## src/rtl/dacHostPkg.sv

```systemverilog
package dacHostPkg;

  localparam int WORD_W = 16;

  typedef enum logic [2:0] {
    PH_IDLE = 3'd0,
    PH_CSSU = 3'd1,
    PH_FSSU = 3'd2,
    PH_LOW  = 3'd3,
    PH_HIGH = 3'd4,
    PH_TAIL = 3'd5,
    PH_GAP  = 3'd6
  } phase_e;

  // strobes from control to datapath
  typedef struct packed {
    logic capture;   // take the request words
    logic loadNext;  // move the queued second word into the shifter
    logic shift;     // advance one bit (on a rising sclk edge)
  } dpStrobe_t;

  function automatic logic [WORD_W-1:0] ctrlFrame(input logic spd, input logic pwr,
                                                  input logic [1:0] refSel);
    ctrlFrame = {1'b1, spd, pwr, 1'b1, 10'b0, refSel};
  endfunction

  function automatic logic [WORD_W-1:0] dataFrame(input logic spd, input logic pwr,
                                                  input logic [11:0] code);
    dataFrame = {1'b0, spd, pwr, 1'b0, code};
  endfunction

endpackage

```

## src/rtl/dacHostCtrl.sv

```systemverilog
module dacHostCtrl
  import dacHostPkg::*;
#(
  parameter int CS_LEAD_CYC  = 2,
  parameter int FS_LEAD_CYC  = 2,
  parameter int CLK_LOW_CYC  = 5,
  parameter int CLK_HIGH_CYC = 5,
  parameter int TAIL_CYC     = 2,
  parameter int FS_IDLE_CYC  = 5,
  parameter int BYTE_GAP_CYC = 8
) (
  input  logic      clk,
  input  logic      rstN,
  input  logic      reqValid,
  input  logic      reqCfg,
  input  logic      reqSplit,
  output logic      reqReady,
  output dpStrobe_t strobe,
  output logic      fs,
  output logic      sclk,
  output logic      csActive,
  output logic      done
);

  localparam int M1 = (CS_LEAD_CYC > FS_LEAD_CYC) ? CS_LEAD_CYC : FS_LEAD_CYC;
  localparam int M2 = (CLK_LOW_CYC > TAIL_CYC) ? CLK_LOW_CYC : TAIL_CYC;
  localparam int M3 = (FS_IDLE_CYC > CLK_HIGH_CYC + BYTE_GAP_CYC) ? FS_IDLE_CYC
                                                                  : CLK_HIGH_CYC + BYTE_GAP_CYC;
  localparam int M12   = (M1 > M2) ? M1 : M2;
  localparam int MAXC  = (M12 > M3) ? M12 : M3;
  localparam int CNT_W = $clog2(MAXC + 1);
  localparam int BIT_W = $clog2(WORD_W + 1);

  phase_e           phase, phaseNxt;
  logic [CNT_W-1:0] cnt;
  logic [BIT_W-1:0] bitCnt;
  logic             splitReg, pendReg;
  logic             lastCyc, doneNxt;
  int               phaseLen;

  always_comb begin
    case (phase)
      PH_CSSU: phaseLen = CS_LEAD_CYC;
      PH_FSSU: phaseLen = FS_LEAD_CYC;
      PH_LOW:  phaseLen = CLK_LOW_CYC;
      PH_HIGH: phaseLen = (splitReg && bitCnt == BIT_W'(WORD_W / 2))
                          ? CLK_HIGH_CYC + BYTE_GAP_CYC : CLK_HIGH_CYC;
      PH_TAIL: phaseLen = TAIL_CYC;
      PH_GAP:  phaseLen = FS_IDLE_CYC;
      default: phaseLen = 1;
    endcase
    lastCyc = (cnt == CNT_W'(phaseLen - 1));
  end

  always_comb begin
    phaseNxt = phase;
    strobe   = '0;
    doneNxt  = 1'b0;
    case (phase)
      PH_IDLE: if (reqValid) begin
        phaseNxt       = PH_CSSU;
        strobe.capture = 1'b1;
      end
      PH_CSSU: if (lastCyc) phaseNxt = PH_FSSU;
      PH_FSSU: if (lastCyc) phaseNxt = PH_LOW;
      PH_LOW: if (lastCyc) begin
        strobe.shift = 1'b1;
        phaseNxt     = (bitCnt == BIT_W'(WORD_W - 1)) ? PH_TAIL : PH_HIGH;
      end
      PH_HIGH: if (lastCyc) phaseNxt = PH_LOW;
      PH_TAIL: if (lastCyc) phaseNxt = PH_GAP;
      PH_GAP: if (lastCyc) begin
        if (pendReg) begin
          phaseNxt        = PH_CSSU;
          strobe.loadNext = 1'b1;
        end else begin
          phaseNxt = PH_IDLE;
          doneNxt  = 1'b1;
        end
      end
      default: phaseNxt = PH_IDLE;
    endcase
  end

  always_ff @(posedge clk or negedge rstN) begin
    if (!rstN) begin
      phase    <= PH_IDLE;
      cnt      <= '0;
      bitCnt   <= '0;
      splitReg <= 1'b0;
      pendReg  <= 1'b0;
      sclk     <= 1'b1;
      fs       <= 1'b1;
      csActive <= 1'b0;
      done     <= 1'b0;
    end else begin
      phase <= phaseNxt;
      cnt   <= (phaseNxt != phase || phase == PH_IDLE) ? '0 : cnt + 1'b1;
      if (phase == PH_FSSU) bitCnt <= '0;
      else if (strobe.shift) bitCnt <= bitCnt + 1'b1;
      if (strobe.capture) begin
        splitReg <= reqSplit;
        pendReg  <= reqCfg;
      end else if (strobe.loadNext) begin
        pendReg <= 1'b0;
      end
      sclk     <= (phaseNxt != PH_LOW);
      fs       <= !(phaseNxt inside {PH_FSSU, PH_LOW, PH_HIGH, PH_TAIL});
      csActive <= (phaseNxt inside {PH_CSSU, PH_FSSU, PH_LOW, PH_HIGH, PH_TAIL});
      done     <= doneNxt;
    end
  end

  assign reqReady = (phase == PH_IDLE);

  // checker state: falling sclk edges seen in the current frame
  logic       sclkQ;
  logic [4:0] fallCnt;
  always_ff @(posedge clk or negedge rstN) begin
    if (!rstN) begin
      sclkQ   <= 1'b1;
      fallCnt <= '0;
    end else begin
      sclkQ <= sclk;
      if (fs) fallCnt <= '0;
      else if (sclkQ && !sclk) fallCnt <= fallCnt + 1'b1;
    end
  end


  frame_sixteen_falls_chk: assert property (@(posedge clk) disable iff (!rstN)
    $rose(fs) |-> fallCnt == 5'(WORD_W));


  sclk_fall_in_frame_chk: assert property (@(posedge clk) disable iff (!rstN)
    $fell(sclk) |-> (!fs && csActive));


  fs_fall_after_cs_chk: assert property (@(posedge clk) disable iff (!rstN)
    $fell(fs) |-> ($past(csActive) && csActive));


  fs_cs_rise_together_chk: assert property (@(posedge clk) disable iff (!rstN)
    $rose(fs) |-> $fell(csActive));


  done_after_release_chk: assert property (@(posedge clk) disable iff (!rstN)
    done |-> (fs && !csActive && reqReady));

endmodule

```

## src/rtl/dacHostData.sv

```systemverilog
module dacHostData
  import dacHostPkg::*;
#(
  parameter int CS_COUNT = 2,
  localparam int SEL_W   = (CS_COUNT > 1) ? $clog2(CS_COUNT) : 1
) (
  input  logic              clk,
  input  logic              rstN,
  input  dpStrobe_t         strobe,
  input  logic              reqCfg,
  input  logic [SEL_W-1:0]  reqSel,
  input  logic [WORD_W-1:0] reqWord,
  input  logic              reqSpeed,
  input  logic              reqPower,
  input  logic [1:0]        reqRefSel,
  input  logic              csActive,
  input  logic              sclk,
  output logic              sdo,
  output logic [CS_COUNT-1:0] csN
);

  logic [WORD_W-1:0] shiftReg, nextWord;
  logic [SEL_W-1:0]  selReg;

  always_ff @(posedge clk or negedge rstN) begin
    if (!rstN) begin
      shiftReg <= '0;
      nextWord <= '0;
      selReg   <= '0;
    end else if (strobe.capture) begin
      selReg   <= reqSel;
      shiftReg <= reqCfg ? ctrlFrame(reqSpeed, reqPower, reqRefSel) : reqWord;
      nextWord <= dataFrame(reqSpeed, reqPower, reqWord[11:0]);
    end else if (strobe.loadNext) begin
      shiftReg <= nextWord;
    end else if (strobe.shift) begin
      shiftReg <= {shiftReg[WORD_W-2:0], 1'b0};
    end
  end

  assign sdo = shiftReg[WORD_W-1];

  for (genvar g = 0; g < CS_COUNT; g++) begin : gCs
    assign csN[g] = !(csActive && selReg == SEL_W'(g));
  end


  sdo_stable_at_fall_chk: assert property (@(posedge clk) disable iff (!rstN)
    $fell(sclk) |-> $stable(sdo));


  one_select_chk: assert property (@(posedge clk) disable iff (!rstN)
    $onehot0(~csN));

endmodule

```

## src/rtl/dacSerialHost.sv

```systemverilog
module dacSerialHost
  import dacHostPkg::*;
#(
  parameter int CS_LEAD_CYC  = 2,
  parameter int FS_LEAD_CYC  = 2,
  parameter int CLK_LOW_CYC  = 5,
  parameter int CLK_HIGH_CYC = 5,
  parameter int TAIL_CYC     = 2,
  parameter int FS_IDLE_CYC  = 5,
  parameter int BYTE_GAP_CYC = 8
) (
  input  logic        clk,
  input  logic        rstN,
  input  logic        reqValid,
  output logic        reqReady,
  input  logic        reqCfg,
  input  logic        reqSplit,
  input  logic        reqSel,
  input  logic [15:0] reqWord,
  input  logic        reqSpeed,
  input  logic        reqPower,
  input  logic [1:0]  reqRefSel,
  output logic [1:0]  csN,
  output logic        fs,
  output logic        sclk,
  output logic        sdo,
  output logic        done
);

  dpStrobe_t strobe;
  logic      csActive;

  dacHostCtrl #(
    .CS_LEAD_CYC (CS_LEAD_CYC),
    .FS_LEAD_CYC (FS_LEAD_CYC),
    .CLK_LOW_CYC (CLK_LOW_CYC),
    .CLK_HIGH_CYC(CLK_HIGH_CYC),
    .TAIL_CYC    (TAIL_CYC),
    .FS_IDLE_CYC (FS_IDLE_CYC),
    .BYTE_GAP_CYC(BYTE_GAP_CYC)
  ) i_ctrl (
    .clk     (clk),
    .rstN    (rstN),
    .reqValid(reqValid),
    .reqCfg  (reqCfg),
    .reqSplit(reqSplit),
    .reqReady(reqReady),
    .strobe  (strobe),
    .fs      (fs),
    .sclk    (sclk),
    .csActive(csActive),
    .done    (done)
  );

  dacHostData #(.CS_COUNT(2)) i_data (
    .clk      (clk),
    .rstN     (rstN),
    .strobe   (strobe),
    .reqCfg   (reqCfg),
    .reqSel   (reqSel),
    .reqWord  (reqWord),
    .reqSpeed (reqSpeed),
    .reqPower (reqPower),
    .reqRefSel(reqRefSel),
    .csActive (csActive),
    .sclk     (sclk),
    .sdo      (sdo),
    .csN      (csN)
  );

endmodule

```

## config.mk

```make
export PLATFORM = sky130hd
export DESIGN_NAME = dacSerialHost
export DESIGN_NICKNAME = d
export VERILOG_FILES = /design/src/rtl/dacHostPkg.sv /design/src/rtl/dacHostCtrl.sv /design/src/rtl/dacHostData.sv /design/src/rtl/dacSerialHost.sv
export SDC_FILE = /design/constraint.sdc
export NUM_CORES = 1
export LEC_CHECK = 0
export BUFFER_PORTS_ARGS = -buffer_cell sky130_fd_sc_hd__buf_2
export CAP_MARGIN = 10
export CORE_ASPECT_RATIO = 0.5
export CORE_MARGIN = 2
export CORE_UTILIZATION = 24
export CTS_CLUSTER_DIAMETER = 100
export DETAILED_ROUTE_END_ITERATION = 8
export PLACE_DENSITY = 0.5
export SLEW_MARGIN = 20
export SYNTH_ARGS = -nofsm -noshare
export SYNTH_HDL_FRONTEND = slang
export SYNTH_HIERARCHICAL = 1
export SYNTH_SLANG_ARGS = --single-unit
```

## constraint.sdc

```tcl
create_clock -name clk -period 4.35 [get_ports clk]
set_input_delay 0.87 -clock clk [delete_from_list [all_inputs] [get_ports clk]]
set_output_delay 0.87 -clock clk [all_outputs]
set_load 0.05 [all_outputs]
```

==> metrics.txt, run 1 <==
status=completed; cell area after layout=roughly 3300 µm²; post-CTS sizing=0; worst vdd ir=between 0.0002 and 0.00025 V; full die area=12900 µm²; EDFF count, synth=0; fin. max-slew vios=0; vias in the first global route=1931; total power=approximately 2.4 mW; pwr dens=about 700 nW/µm²; H-Tree Depth=2; Residual DRC=0; fin crit share=0.805; Synth Flop Type=dfrtp_1; Flop pwr share=0.371; CTS Buffer Depth=2; Initial Util=0.244; largest net degree at the start of global routing=40; Seq. cell area=about 1200 µm²; TritonRoute pass-1 iters=4; DRT Wirelength=about 6000 µm; synthesized cell area=2870 µm²; Hold Crit Depth=1; Worst Skew=0.00774 ns; reg2reg path depth=9; Port Buffers=32; Antenna Violating Nets Remaining=0; cell total after placement=447; Layout fillers=roughly 1200; Max Cap Viol=0; Hold Startpoint=i_data/nextWord[2]; worst hold path type=reg -> reg; CP Class=reg -> reg; startpoint types=flop; initial antenna violation count=0; Final Setup Violations=0; Ant. Diodes=0; die height=just over 80 µm; Hold Buf Count CTS=0; final std cells w/o fill=approximately 460; Crit. End Element=flop; clk slew on worst S/H paths=about 0.07 ns; Final min period=~3.5 ns; mean number of vias per cell=approximately 4.4; Row Count=28; All-Layer GR Usage=0.0996; hold endpoint=i_data/nextWord[2]; WL/cell=13.0 µm; Nets=roughly 320; area grow syn2layout=13.8%; hpwl dp=roughly 4100 µm; sw frac=0.423; syn avg cell area=approximately 11 µm²; RSZ-0062 raised after global routing=false; placed instance area=~3100 µm²; DR iter-0 viols=107; clock network power share=0.165; Finished Core Util=0.278; root buffer cell=clkbuf_16; clk sinks=a little under 50; Yosys Warn Count=6; Fin Hold WS=around 0.5 ns; cts bufs inserted=5; Pleak=1.30 nW; multi-input logic area=1470 µm²; Synthesized Nets=between 200 and 300; Logic pwr share=0.464; Syn Inst Count=~270; Max Fclk=286 MHz; dpl ws=0.904 ns; Worst R2R End=i_data/shiftReg[14]; clock latency on the worst-skew pair=about 0.29 ns; Setup TNS Final=0 ns; sw power=around 1 mW; Vias=approximately 2000; Fin. Hold Viols=0; Worst Slack Setup Final=0.849 ns; core area=about 12000 µm²; share of cells above drive strength 1=0.276; Worst Path Arrival=approximately 3.7 ns; Worst-Margin Slew=between 0.7 and 0.8 ns; clock tree from TritonCTS=done; Netlist cell types=~60; GR Overflow Total=0; routability cong.=0.817; sequential fraction of the synthesis area=0.428; first-pass GRT wire length=roughly 9800 µm; normalized max-slew margin=0.466; P_int=1.36 mW; Die X=about 160 µm; worst-path maximum fanout=23; Post-CTS Setup Bufs=0; io pins=33; r2r setup slk=about 0.85 ns; Synth async-reset ratio=1.00; Critical R2R Launch=i_ctrl/phase[1]; CP required=about 4.6 ns; synthesis-stage register bit count=49
-- power groups by stage --
stage                     combinational (mW)  sequential, mW  clock (mW)
after floorplan                        0.982           0.836           0
after global placement                  1.10           0.886           0
after detailed placement                1.10           0.883           0
after CTS                               1.11           0.876       0.402
after global routing                    1.20           0.908       0.430
final                                   1.09           0.874       0.389
-- per-layer routing --
metal  part of all wire  wire length, µm  global-route usage
met1               0.50             2960               0.133
met3              0.026              153              0.0256
met2               0.45             2680               0.157
met5                  0                0                   0
met4              0.017              102              0.0360
-- cell type report --
cell class	instances	share of cell area
clock inverter	2	0.00421
inverter	8	0.00920
sequential	49	0.376
multi-input combinational	189	0.449
clock buffer	6	0.0395
tap	165	0.0632
timing repair buffer	36	0.0582
-- placed cells by master (no fill, tap or decap), types with 8 or more instances in the layout --
cell type	count
a21oi_1	8
a31oi_2	9
buf_2	32
dfrtp_1	47
inv_1	8
mux2_2	9
mux2i_1	17
nand2_1	25
nor2_1	11
or2_1	10
-- sequential cells by signal (all words and copies together), names as in the netlist --
| register | count |
|---|---|
| i_ctrl/csActive | 1 |
| i_ctrl/splitReg | 1 |
| i_ctrl/sclk | 1 |
| i_data/nextWord | 14 |
| i_ctrl/cnt | 4 |
| i_ctrl/pendReg | 1 |
| i_ctrl/done | 1 |
| i_data/shiftReg | 16 |
| i_ctrl/bitCnt | 5 |
| i_data/selReg | 1 |
| i_ctrl/fs | 1 |
| i_ctrl/phase | 3 |
-- synth_stat cells, types with 2 or more instances --
library cell | instances | area (µm²)
a21oi_1 | 8 | 40.0
a31oi_2 | 9 | 113
buf_12 | 2 | 40.0
buf_2 | 6 | 30.0
buf_6 | 3 | 33.8
clkbuf_1 | 7 | 26.3
dfrtp_1 | 47 | 1180
dfstp_2 | 2 | 52.6
ha_1 | 4 | 50.1
inv_1 | 8 | 30.0
mux2_1 | 7 | 78.8
mux2_2 | 9 | 101
mux2i_1 | 17 | 170
nand2_1 | 25 | 93.8
nand2b_1 | 6 | 37.5
nand3_1 | 2 | 10.0
nor2_1 | 11 | 41.3
nor2_2 | 5 | 31.3
nor2_4 | 5 | 56.3
nor2b_1 | 5 | 31.3
nor3_1 | 7 | 35.0
nor3b_1 | 3 | 22.5
nor4_1 | 5 | 31.3
o21ai_0 | 5 | 25.0
o21ai_1 | 3 | 15.0
o221a_1 | 3 | 33.8
o22ai_1 | 2 | 12.5
o2bb2ai_1 | 2 | 17.5
o31ai_1 | 5 | 37.5
or2_1 | 10 | 62.6
or3_1 | 2 | 12.5
xor2_1 | 4 | 35.0
-- worst max path at each step --
| stage | startpoint | endpoint | slack (ns) | cells past startpoint |
|---|---|---|---|---|
| 2_1_floorplan | i_ctrl/phase[1] | i_data/nextWord[10] | 1.31 | 7 |
| 3_3_place_gp | i_ctrl/phase[1] | i_data/shiftReg[13] | 1.04 | 9 |
| 3_5_place_dp | i_ctrl/phase[1] | i_data/shiftReg[13] | 0.90 | 9 |
| 4_1_cts | i_ctrl/phase[1] | i_data/shiftReg[14] | 0.88 | 9 |
| 5_1_grt | i_ctrl/phase[1] | i_data/shiftReg[1] | 0.55 | 9 |
| 6_report | i_ctrl/phase[1] | i_data/shiftReg[14] | 0.85 | 9 |
-- critical path, cell delays in order (launching register included) --
cell      delay [ns]
dfrtp_1         0.61
nand2b_1        0.40
o21ai_1         0.33
a22oi_4         0.11
nor3_2          0.44
nand2_1         0.19
nor2_1          0.51
or3_1           0.19
buf_4           0.41
o221a_1         0.25
-- cell families (layout without fill, tap and decap cells) --
group | Yosys count | count (layout) | share of synthesized area
DFF | 49 | 49 | 0.428
AOI/OAI and AO/OA | 51 | 51 | 0.157
muxes | 34 | 34 | 0.130
and+or+nand+nor | 95 | 95 | 0.192
adders and majority gates | 4 | 4 | 0.0174
xor gates and xnor gates | 5 | 5 | 0.0153
buffers and inverters | 28 | 52 | 0.0602
Note: power is estimated with default switching activity, not from simulation.
==> run 2, diff against run 1 <==
- clock period: 4.35 -> 3.5 ns (I/O delays scaled with it)
==> run 2 against run 1 <==
Compared with the run above:
- cell count up 1.3%
- sequential share of layout area decreased by 0.51 points
- largest power group unchanged
- setup slack worse by 0.28 ns
- wire length increased by 1.5%
- global-route usage rose by 0.17 points
- sequential power rose by 21%
- final area increased by 1.4%
- register-to-register slack got worse by 0.28 ns
==> metrics.txt, run 2 (same netlist as run 1, synthesis figures left out) <==
worst-path maximum fanout=13 (was 23); Layout fillers=1237 (was 1225); Final min period=2.93 ns (was 3.50 ns); TritonRoute pass-1 iters=4 (unchanged); Ant. Diodes=0 (unchanged); fin crit share=0.836 (was 0.805); most common cell after layout, fill and taps aside=dfrtp_1 (unchanged); final std cells w/o fill=461 (was 455); Critical Path, Cell by Cell=nor2b_1 -> mux4_2 -> a22oi_4 -> or3_1 -> nor3_1 -> and2_1 -> or3_1 -> buf_4 -> o221a_1 (was nand2b_1 -> o21ai_1 -> a22oi_4 -> nor3_2 -> nand2_1 -> nor2_1 -> or3_1 -> buf_4 -> o221a_1); first-pass GRT wire length=10000 µm (was 9840 µm); reg2reg path depth=9 (unchanged); post-CTS sizing=0 (unchanged); Residual DRC=0 (unchanged); Worst Path Buf+Inv=1 (unchanged); clk slew on worst S/H paths=0.07 ns (about the same); fin. max-slew vios=0 (unchanged); Worst Path Arrival=3.11 ns (was 3.73 ns); die height=81.3 µm (unchanged); Top reg by flops=i_data/shiftReg (unchanged); cell area after layout=3310 µm² (was 3270 µm²); mean number of vias per cell=4.46 (was 4.38); Fin Hold WS=0.487 ns (was 0.490 ns); CP delay by family, top=simple AND/OR/NAND/NOR gates (unchanged); All-Layer GR Usage=0.101 (was 0.0996); Final Setup Violations=0 (unchanged); Hold Buf Count CTS=0 (unchanged); core area=11700 µm² (unchanged); worst vdd ir=0.000215 V (was 0.000241 V); Critical R2R Launch=i_ctrl/phase[1] (unchanged); DRT Wirelength=5980 µm (was 5900 µm); Critical-path top delay cell=mux4_2 (was dfrtp_1); Fin. Hold Viols=0 (unchanged); normalized max-slew margin=0.467 (was 0.466); Top Registers=i_data/shiftReg x16, i_data/nextWord x14, i_ctrl/bitCnt x5 (unchanged); Worst Skew=0.00790 ns (was 0.00774 ns); WL/cell=13.0 µm (about the same); Pleak=1.33 nW (was 1.30 nW); vias in the first global route=1964 (was 1931); Post-CTS Setup Bufs=0 (unchanged); slowest stage delay, CP=0.50 ns (was 0.61 ns); Port Buffers=32 (unchanged); DR iter-0 viols=193 (was 107); cell total after placement=453 (was 447); area grow syn2layout=15.4% (was 13.8%); Logic pwr share=0.483 (was 0.464); CP required=3.68 ns (was 4.58 ns); most frequent cells in the layout=dfrtp_1 (47), buf_2 (32), nand2_1 (25) (unchanged); Antenna Violating Nets Remaining=0 (unchanged); share of cells above drive strength 1=0.291 (was 0.276); total power=2.97 mW (was 2.35 mW); sw frac=0.419 (was 0.423); placed instance area=3170 µm² (was 3120 µm²); Max Fclk=342 MHz (was 286 MHz); clock tree from TritonCTS=done (unchanged); Die X=159 µm (unchanged); status=completed (unchanged); CTS Buffer Depth=2 (unchanged); startpoint types=flop (unchanged); Setup TNS Final=0 ns (unchanged); Worst-Margin Slew=0.798 ns (was 0.800 ns); r2r setup slk=0.57 ns (was 0.85 ns); sw power=1.25 mW (was 0.996 mW); H-Tree Depth=2 (unchanged); CP Class=reg -> reg (unchanged); Max Cap Viol=0 (unchanged); GR Overflow Total=0 (unchanged); full die area=12900 µm² (unchanged); P_int=1.72 mW (was 1.36 mW); RSZ-0062 raised after global routing=false (unchanged); initial antenna violation count=0 (unchanged); cts bufs inserted=5 (unchanged); io pins=33 (unchanged); crit path from=i_ctrl/phase[1] (unchanged); clock latency on the worst-skew pair=0.29 ns (about the same); WP depth=9 (unchanged); Row Count=28 (unchanged); clk sinks=49 (unchanged); Crit. End Element=flop (unchanged); Crit path top cell by count=or3_1; worst hold path type=in -> async (was reg -> reg); largest net degree at the start of global routing=40 (unchanged); pwr dens=897 nW/µm² (was 721 nW/µm²); Flop pwr share=0.355 (was 0.371); max FFs per register=16 (unchanged); clock network power share=0.161 (was 0.165); Nets=325 (was 319); Vias=2054 (was 1991); routability cong.=0.729 (was 0.817); root buffer cell=clkbuf_16 (unchanged); Initial Util=0.244 (unchanged); hpwl dp=4250 µm (was 4090 µm)
[run 2: final timing paths]
path / to
setup / recovery: i_data/shiftReg[13]
min in group clk: i_data/nextWord[2]
setup reg to reg: i_data/shiftReg[13]
hold / removal: i_ctrl/cnt[1]
max in group asynchronous: i_ctrl/phase[1]
hold reg to reg: i_data/nextWord[2]
[run 2: metal layers]
layer	GRT usage	part of all wire	up-vias
met4	0.0378	0.012	0
met1	0.133	0.47	1006
met2	0.163	0.48	31
met3	0.0251	0.041	5
met5	0	0	-
li1	-	-	1012
[run 2: worst register-to-register path: cells and delay by family, from the launching register on]
kind                   cells  cell delay, ns
muxes                      1            0.50
DFF                        1            0.48
AOI/OAI and AO/OA          2            0.57
buffers and inverters      1            0.23
and+or+nand+nor            5            1.03
[run 2: layout make-up]
cell class	instances	area, µm²	area share
Multi-Input combinational cell	189	1470	0.443
Sequential cell	49	1230	0.371
Inverter	8	30.0	0.00907
Clock inverter	2	13.8	0.00416
Clock buffer	6	129	0.0389
Tap cell	165	206	0.0624
Timing Repair Buffer	42	235	0.0711
[run 2: per-stage QoR]
| stage | setup slack [ns] | utilization |
|---|---|---|
| 5_1_grt | 0.388 | 0.282 |
| 6_report | 0.573 | 0.282 |
| 4_1_cts | 0.567 | 0.282 |
| 3_5_place_dp | 0.576 | 0.270 |
| 3_3_place_gp | 0.619 | 0.270 |
| 2_1_floorplan | 0.457 | - |
[run 2: power by group through the flow]
stage	clock, mW	sequential [mW]	combinational, mW
2_1_floorplan	0	1.04	1.22
3_3_place_gp	0	1.07	1.45
3_5_place_dp	0	1.07	1.45
4_1_cts	0.500	1.06	1.45
5_1_grt	0.528	1.10	1.58
6_report	0.480	1.06	1.44
